<file path="config.mk">
export PLATFORM = sky130hd
export DESIGN_NAME = shift_add_mul
export DESIGN_NICKNAME = d
export VERILOG_FILES = /design/src/rtl/shift_add_mul_pkg.sv /design/src/rtl/sam_rst_sync.sv /design/src/rtl/sam_adder.sv /design/src/rtl/sam_ctrl.sv /design/src/rtl/sam_dpath.sv /design/src/rtl/shift_add_mul.sv
export SDC_FILE = /design/constraint.sdc
export NUM_CORES = 1
export LEC_CHECK = 0
export ABC_AREA = 1
export BUFFER_PORTS_ARGS = -buffer_cell sky130_fd_sc_hd__buf_2
export CORE_MARGIN = 2
export CORE_UTILIZATION = 55
export DETAILED_ROUTE_END_ITERATION = 6
export GPL_TIMING_DRIVEN = 0
export PLACE_DENSITY = 0.85
export SKIP_LAST_GASP = 1
export SLEW_MARGIN = 20
export SYNTH_ARGS = -nofsm -noshare
export SYNTH_HDL_FRONTEND = slang
export SYNTH_HIERARCHICAL = 1
export SYNTH_SLANG_ARGS = --single-unit
</file>
<file path="constraint.sdc">
create_clock -name clk -period 8.5 [get_ports clk]
set_input_delay 1.7 -clock clk [delete_from_list [all_inputs] [get_ports clk]]
set_output_delay 1.7 -clock clk [all_outputs]
set_load 0.01 [all_outputs]
</file>
<file path="src/rtl/shift_add_mul_pkg.sv">
package shift_add_mul_pkg;

  typedef enum logic {
    MUL_IDLE = 1'b0,
    MUL_RUN  = 1'b1
  } mul_state_e;

endpackage

</file>
<file path="src/rtl/sam_rst_sync.sv">
module sam_rst_sync #(
  parameter int STAGES = 2
) (
  input  logic clk,
  input  logic rst_async_n,
  output logic rst_sync_n
);

  logic [STAGES-1:0] sync_q;

  always_ff @(posedge clk or negedge rst_async_n) begin
    if (!rst_async_n) sync_q <= '0;
    else              sync_q <= {sync_q[STAGES-2:0], 1'b1};
  end

  assign rst_sync_n = sync_q[STAGES-1];

endmodule

</file>
<file path="src/rtl/sam_adder.sv">
module sam_adder #(
  parameter int W      = 32,
  parameter bit RIPPLE = 1'b0
) (
  input  logic [W-1:0] a,
  input  logic [W-1:0] b,
  output logic [W-1:0] sum,
  output logic         cout
);

  generate
    if (RIPPLE) begin : g_ripple
      logic [W:0] c;
      assign c[0] = 1'b0;
      for (genvar i = 0; i < W; i++) begin : g_bit
        assign sum[i]  = a[i] ^ b[i] ^ c[i];
        assign c[i+1]  = (a[i] & b[i]) | (c[i] & (a[i] ^ b[i]));
      end
      assign cout = c[W];
    end else begin : g_behav
      logic [W:0] full;
      assign full = {1'b0, a} + {1'b0, b};
      assign sum  = full[W-1:0];
      assign cout = full[W];
    end
  endgenerate

endmodule

</file>
<file path="src/rtl/sam_ctrl.sv">
module sam_ctrl
  import shift_add_mul_pkg::*;
#(
  parameter int OP_W  = 32,
  parameter int CNT_W = $clog2(OP_W + 1)
) (
  input  logic clk,
  input  logic rst_n,
  input  logic start,
  output logic load_en,
  output logic step_en,
  output logic busy,
  output logic done
);

  localparam logic [CNT_W-1:0] CNT_FULL = CNT_W'(OP_W);
  localparam logic [CNT_W-1:0] CNT_ONE  = CNT_W'(1);

  mul_state_e       state_q, state_d;
  logic [CNT_W-1:0] cnt_q, cnt_d;
  logic             done_q, done_d;
  logic             accept;

  assign accept = start && (state_q == MUL_IDLE);

  always_comb begin
    state_d = state_q;
    cnt_d   = cnt_q;
    done_d  = 1'b0;
    if (accept) begin
      state_d = MUL_RUN;
      cnt_d   = CNT_FULL;
    end else if (state_q == MUL_RUN) begin
      cnt_d = cnt_q - CNT_ONE;
      if (cnt_q == CNT_ONE) begin
        state_d = MUL_IDLE;
        done_d  = 1'b1;
      end
    end
  end

  always_ff @(posedge clk or negedge rst_n) begin
    if (!rst_n) begin
      state_q <= MUL_IDLE;
      cnt_q   <= '0;
      done_q  <= 1'b0;
    end else begin
      state_q <= state_d;
      cnt_q   <= cnt_d;
      done_q  <= done_d;
    end
  end

  assign load_en = accept;
  assign step_en = (state_q == MUL_RUN);
  assign busy    = (state_q == MUL_RUN);
  assign done    = done_q;


  accept_loads_chk: assert property (@(posedge clk) disable iff (!rst_n)
    (start && !busy) |=> (busy && cnt_q == CNT_FULL));


  start_ignored_chk: assert property (@(posedge clk) disable iff (!rst_n)
    (busy && cnt_q != CNT_ONE) |=> (busy && cnt_q == $past(cnt_q) - CNT_ONE));


  done_pulse_chk: assert property (@(posedge clk) disable iff (!rst_n)
    done |=> !done);


  done_after_busy_chk: assert property (@(posedge clk) disable iff (!rst_n)
    $fell(busy) |-> done);


  busy_count_live_chk: assert property (@(posedge clk) disable iff (!rst_n)
    busy |-> (cnt_q != '0));

endmodule

</file>
<file path="src/rtl/sam_dpath.sv">
module sam_dpath #(
  parameter int OP_W   = 32,
  parameter bit RIPPLE = 1'b0,
  parameter int PROD_W = 2 * OP_W
) (
  input  logic              clk,
  input  logic              rst_n,
  input  logic              load_en,
  input  logic              step_en,
  input  logic [OP_W-1:0]   mcand_in,
  input  logic [OP_W-1:0]   mplier_in,
  output logic [PROD_W-1:0] prod
);

  logic [OP_W-1:0]   mcand_q, mcand_d;
  logic [PROD_W-1:0] prod_q, prod_d;
  logic [OP_W-1:0]   hi_cur, add_sum, hi_sel;
  logic              add_cout, carry_sel, take_add;

  assign hi_cur   = prod_q[PROD_W-1:OP_W];
  assign take_add = prod_q[0];

  sam_adder #(.W(OP_W), .RIPPLE(RIPPLE)) u_add (
    .a    (hi_cur),
    .b    (mcand_q),
    .sum  (add_sum),
    .cout (add_cout)
  );

  always_comb begin
    hi_sel    = take_add ? add_sum  : hi_cur;
    carry_sel = take_add ? add_cout : 1'b0;
  end

  always_comb begin
    mcand_d = mcand_q;
    prod_d  = prod_q;
    if (load_en) begin
      mcand_d = mcand_in;
      prod_d  = {{OP_W{1'b0}}, mplier_in};
    end else if (step_en) begin
      prod_d = {carry_sel, hi_sel, prod_q[OP_W-1:1]};
    end
  end

  always_ff @(posedge clk or negedge rst_n) begin
    if (!rst_n) begin
      mcand_q <= '0;
      prod_q  <= '0;
    end else begin
      mcand_q <= mcand_d;
      prod_q  <= prod_d;
    end
  end

  assign prod = prod_q;


  load_image_chk: assert property (@(posedge clk) disable iff (!rst_n)
    load_en |=> (prod_q[PROD_W-1:OP_W] == '0 && prod_q[OP_W-1:0] == $past(mplier_in)));


  no_add_top_zero_chk: assert property (@(posedge clk) disable iff (!rst_n)
    (step_en && !load_en && !prod_q[0]) |=> (prod_q[PROD_W-1] == 1'b0));


  idle_hold_chk: assert property (@(posedge clk) disable iff (!rst_n)
    (!step_en && !load_en) |=> $stable(prod_q));


  mcand_hold_chk: assert property (@(posedge clk) disable iff (!rst_n)
    !load_en |=> $stable(mcand_q));

endmodule

</file>
<file path="src/rtl/shift_add_mul.sv">
module shift_add_mul #(
  parameter int OP_W   = 32,
  parameter bit RIPPLE = 1'b0,
  parameter int PROD_W = 2 * OP_W
) (
  input  logic              clk,
  input  logic              rst_n,
  input  logic              start,
  input  logic [OP_W-1:0]   multiplicand,
  input  logic [OP_W-1:0]   multiplier,
  output logic              busy,
  output logic              done,
  output logic [PROD_W-1:0] product
);

  logic rst_int_n;
  logic load_en, step_en;

  sam_rst_sync #(.STAGES(2)) u_rst (
    .clk         (clk),
    .rst_async_n (rst_n),
    .rst_sync_n  (rst_int_n)
  );

  sam_ctrl #(.OP_W(OP_W)) u_ctrl (
    .clk     (clk),
    .rst_n   (rst_int_n),
    .start   (start),
    .load_en (load_en),
    .step_en (step_en),
    .busy    (busy),
    .done    (done)
  );

  sam_dpath #(.OP_W(OP_W), .RIPPLE(RIPPLE)) u_dpath (
    .clk       (clk),
    .rst_n     (rst_int_n),
    .load_en   (load_en),
    .step_en   (step_en),
    .mcand_in  (multiplicand),
    .mplier_in (multiplier),
    .prod      (product)
  );


  busy_done_excl_chk: assert property (@(posedge clk) disable iff (!rst_int_n)
    !(busy && done));

endmodule

</file>
Word level (Yosys, flattened, before mapping) --
Index checks and enable logic that the tools add are counted.
Word-level totals: register bits after elaboration 106, input bits 67, output and inout bits 66, logic and storage cells 24
Cells by class: add/subtract/negate cells 2, equality and inequality tests 1, muxes and demuxes 12, bitwise gates (word level) 1, reductions and logical operators 2
Operator list (number):
- 64-bit 2-to-1 mux | 2
- 32-bit by 32-bit adder with 33-bit output | 1
- 32-bit 2-to-1 mux | 1
- 6-bit 2-to-1 mux | 2
- 1-bit 2-to-1 mux | 7
- 6-bit by 1-bit equality test with 1-bit output, second input constant | 1
- 6-bit by 1-bit subtractor with 6-bit output, second input constant | 1
- 2-bit nonzero test | 1
- 1-bit logical AND | 1
- 1-bit inverter | 1

Longest topological paths before layout --
depth in word-level cells 4, depth in mapped cells 16, depth with buffers taken out 16

By module --
Netlist, hierarchy kept.
Modules (own cells, without submodules):
- sam_dpath | instances 1, cells an instance 547, area an instance 4190.3 µm², seq. area each 2402.3 µm²
- sam_adder | instances 1, cells an instance 505, area an instance 2423.6 µm², seq. area each 0.0 µm²
- sam_ctrl | instances 1, cells an instance 47, area an instance 414.1 µm², seq. area each 200.2 µm²
- sam_rst_sync | instances 1, cells an instance 3, area an instance 53.8 µm², seq. area each 50.0 µm²

Worst setup path after synthesis --
No wires, ideal clock.
kind input -> register, start point input port start, end point register u_dpath.prod_q[63], in the netlist u_dpath/prod[63], setup time 65 ps, data arrival time 2405 ps, required time 8435 ps, slack 6030 ps, cell stages on the path 6, path buffers 1, cells stage by stage nand2_2 > inv_1 > nor2_4 > buf_2 > nand3_1 > nand2_1
Between the ends: word-level cells in the longest chain between the ends 2, elaborated cells on any way between the ends 3, classes of those cells mux (1); reduce/logical (2)
Ends and longest elaborated chain:
- start, declared | RTL line shift_add_mul.sv:8 | input logic start,
- 1-bit logical AND * | RTL line sam_ctrl.sv:24 | assign accept = start && (state_q == MUL_IDLE);
- named net load_en | RTL line shift_add_mul.sv:17 | logic load_en, step_en;
- 64-bit 2-to-1 mux / 2-bit nonzero test (equally long branches)
- end signal, assigned | RTL line sam_dpath.sv:52 | prod_q <= prod_d;
- end, declared | RTL line sam_dpath.sv:16 | logic [PROD_W-1:0] prod_q, prod_d;
The timed path passes the listed nets; every way through them passes the cells marked *. A chain may end at the register's enable or synchronous reset.

Worst setup path after layout --
start point register u_dpath.prod_q[33], in the netlist u_dpath/prod[33], end point output port product[33]
RTL lines:
- end, declared | RTL line shift_add_mul.sv:13 | output logic [PROD_W-1:0] product
No word-level cell between the ends.

==> metrics.md <==
| Metric | Value |
|---|---|
| Die X-Extent | `117 um` |
| Fin crit share | `31.7%` |
| Final weighted congestion in routability-driven placement | `0.947` |
| Routed Antenna Nets | `0` |
| Gr ovfl total | `0` |
| Setup WS post-layout | `5.81 ns` |
| Seq/Total Area, Yosys | `37.5%` |
| Largest net degree at the start of global routing | `59` |
| Io pins | `133` |
| Design Area, Final | `0.00828 sq mm` |
| Total track usage | `27.4%` |
| R2r startpoint | `u_dpath/prod[32]$_DFFE_PN0P_` |
| DRC violation count after routing | `0` |
| Final nets | `1,348` |
| Total Wirelength | `18,300 um` |
| Flop pwr share | `29.1%` |
| Leading cell type in the layout, fill and taps excluded | `nand2_1` |
| Area growth syn-to-layout | `17.0%` |
| Worst-Skew Late Latency | `0.36 ns` |
| Unrepaired setup endpoints after global routing | `false` |
| HPWL after DPL | `14,200 um` |
| PwrDens | `382 mW/mm^2` |
| Share of the synthesized area in the top cell type | `37.5%` |
| Clk network pwr share | `13.5%` |
| Final Hold Vio Count | `0` |
| Area contributors post-synth | `dfrtp_1 (37%), nand2_1 (33%), inv_1 (6.6%)` |
| Clock sink total | `106` |
| CP Class | `flop to output port` |
| TritonCTS clock tree | `done` |
| First-pass GRT wire length | `31,200 um` |
| Sw frac | `49.1%` |
| Max IR drop VDD | `0.193 mV` |
| Power Total | `3.16 mW` |
| Post-CTS resize count | `0` |
| H-Tree Level Count | `3` |
| Critical Path Source | `u_dpath/prod[33]$_DFFE_PN0P_` |
| Post-Syn Instances | `1,102` |
| Worst r2r dst | `u_dpath/prod[59]$_DFFE_PN0P_` |
| Filler Cell Count | `1,221` |
| Vias in the first global route | `6,738` |
| Row cnt | `41` |
| Crit path DAT | `0.99 ns` |
| FF-to-FF setup slack | `6.15 ns` |
| CTS buffer count | `9` |
| Yosys warnings | `6` |
| Logic gate share of total power | `57.4%` |
| Status | `completed` |
| Crit-path leading delay family | `flip-flops` |
| Tmin final | `2.69 ns` |
| Async SR Flop Fraction | `100%` |
| Worst path cell trace | `buf_2` |
| Yosys top cell by area | `dfrtp_1` |
| Die Y | `117 um` |
| Top FF cell, synth | `dfrtp_1` |
| DP Area | `0.00799 sq mm` |
| # diodes | `0` |
| Setup crit end kind | `output port` |
| Clock-pin slew on the worst setup and hold paths | `0.08 ns` |
| Peak Freq | `371 MHz` |
| Cells on worst reg2reg path | `16` |
| Slew Limit Headroom | `57.8%` |
| DR iter-0 viols | `466` |
| Worst-path maximum fanout | `5` |
| CP Buf/Inv Count | `1` |
| Leak Pwr | `5.19 nW` |
| Crit-path slowest cell | `dfrtp_1` |
| Most frequent cells in the layout | `nand2_1 (616), buf_2 (151), inv_1 (125), dfrtp_1 (105), nand3_1 (61)` |
| Placeable Area | `0.0126 sq mm` |
| Routed vias/inst | `4.91` |
| CTS hold repair buffers | `0` |
| Pre-CTS setup slack | `5.48 ns` |
| Max Transition Viols Final | `0` |
| CP max stage delay | `0.46 ns` |
| Worst-Margin Slew | `0.633 ns` |
| Via count | `6,977` |
| Levels on crit path | `1` |
| Endpoints failing setup | `0` |
| Synthesized area | `0.00708 sq mm` |
| Hold Path Class | `flop to async pin` |
| #FFs+latches synth | `106` |
| WL/cell | `12.8 um` |
| Power Internal | `1.61 mW` |
| Post-CTS Repair Setup Buffers | `0` |
| Layout cell share with drive strength beyond 1 | `16.3%` |
| Max_cap viols | `0` |
| Post-Syn Nets | `1,204` |
| Worst setup path end | `product[33]` |
| Critical Path RT | `6.80 ns` |
| DR pass1 iterations | `5` |
| Syn avg cell area | `6.43 sq um` |
| Initial Util | `56.1%` |
| Clk buf depth | `2` |
| Final Core Density | `65.6%` |
| Clk root buf | `clkbuf_16` |
| Final Skew | `0.0157 ns` |
| Port Buffers | `132` |
| Die Area | `0.0138 sq mm` |
| P_sw | `1.55 mW` |
| Final TNS setup | `0 ns` |
| Initial antenna violation count | `0` |
| Startpoint Class | `flop` |
| Post-synth EDFFs | `0` |
| Synth cell types | `30` |
==> cell families after synthesis <==
logic type	count (synthesis)	synth area share, %
AOI/OAI and AO/OA	28	2.10
xor gates and xnor gates	15	1.86
adders and majority gates	35	6.29
buffers and inverters	159	9.03
DFF	106	37.5
other	1	0.0530
and+or+nand+nor	758	43.2
==> how the worst min path moves through the flow <==
stage	end	from	depth (start not counted)
after floorplan	u_rst/sync_q[1]$_DFF_PN0_	u_rst/sync_q[0]$_DFF_PN0_	0
after detailed placement	u_rst/sync_q[1]$_DFF_PN0_	u_rst/sync_q[0]$_DFF_PN0_	0
after CTS	u_rst/sync_q[1]$_DFF_PN0_	u_rst/sync_q[0]$_DFF_PN0_	0
after global placement	u_rst/sync_q[1]$_DFF_PN0_	u_rst/sync_q[0]$_DFF_PN0_	0
after global routing	u_rst/sync_q[1]$_DFF_PN0_	u_rst/sync_q[0]$_DFF_PN0_	0
final	u_dpath/prod[38]$_DFFE_PN0P_	u_rst/sync_q[1]$_DFF_PN0_	0
==> power groups by stage <==
stage | combinational [mW] | sequential (mW) | clock [mW]
floorplan | 1.26 | 0.941 | 0
global placement | 1.75 | 0.925 | 0
detailed placement | 1.79 | 0.923 | 0
CTS | 1.81 | 0.920 | 0.434
global route | 2.08 | 0.951 | 0.453
finish | 1.82 | 0.921 | 0.427
==> state kept, by name, summed over array words and instances, names as in the netlist <==
signal           count
u_dpath/prod        64
u_dpath/mcand_q     32
u_ctrl/cnt_q         6
u_rst/sync_q         2
u_ctrl/busy          1
u_ctrl/done          1
==> per-stage QoR <==
| stage | instances | hold WS, ns |
|---|---|---|
| after floorplan | 1102 | 0.331 |
| after global placement | 1406 | 0.334 |
| after detailed placement | 1407 | 0.339 |
| after CTS | 1422 | 0.355 |
| after global routing | 1422 | 0.383 |
| final | 1422 | 0.355 |
==> layout make-up <==
class                   instances  area, sq um  area share (%)
clock inverters                 5         65.1           0.785
inverters                     129          484            5.85
repair buffers                133          688            8.31
multi-input cells             837         3790            45.8
flip-flops and latches        106         2660            32.1
plain buffers                  30          155            1.87
well taps                     172          215            2.60
clock buffers                  10          229            2.76
==> cell usage after synthesis (2+ instances only) <==
library cell  instances
ha_1                 34
nand3_1              61
a21oi_1              22
o21bai_1              2
buf_4                 5
nand4_1               4
nor3_1                5
inv_1               125
xor2_1               14
buf_2                19
nand3b_1              4
nor2_4                3
clkbuf_1              6
nor2_2                5
nand2_2              15
nor2_1               38
dfrtp_1             106
inv_2                 4
nand3_2               4
nand2_1             616
==> routing by layer <==
layer | vias to the layer above | routed length (um) | GRT usage, %
met4 | 0 | 271 | 7.30
met3 | 24 | 1130 | 7.07
met2 | 201 | 8740 | 46.8
met1 | 3146 | 8110 | 34.8
met5 | - | 0 | 0
li1 | 3606 | - | -
Power figures use the tool's default switching activity.
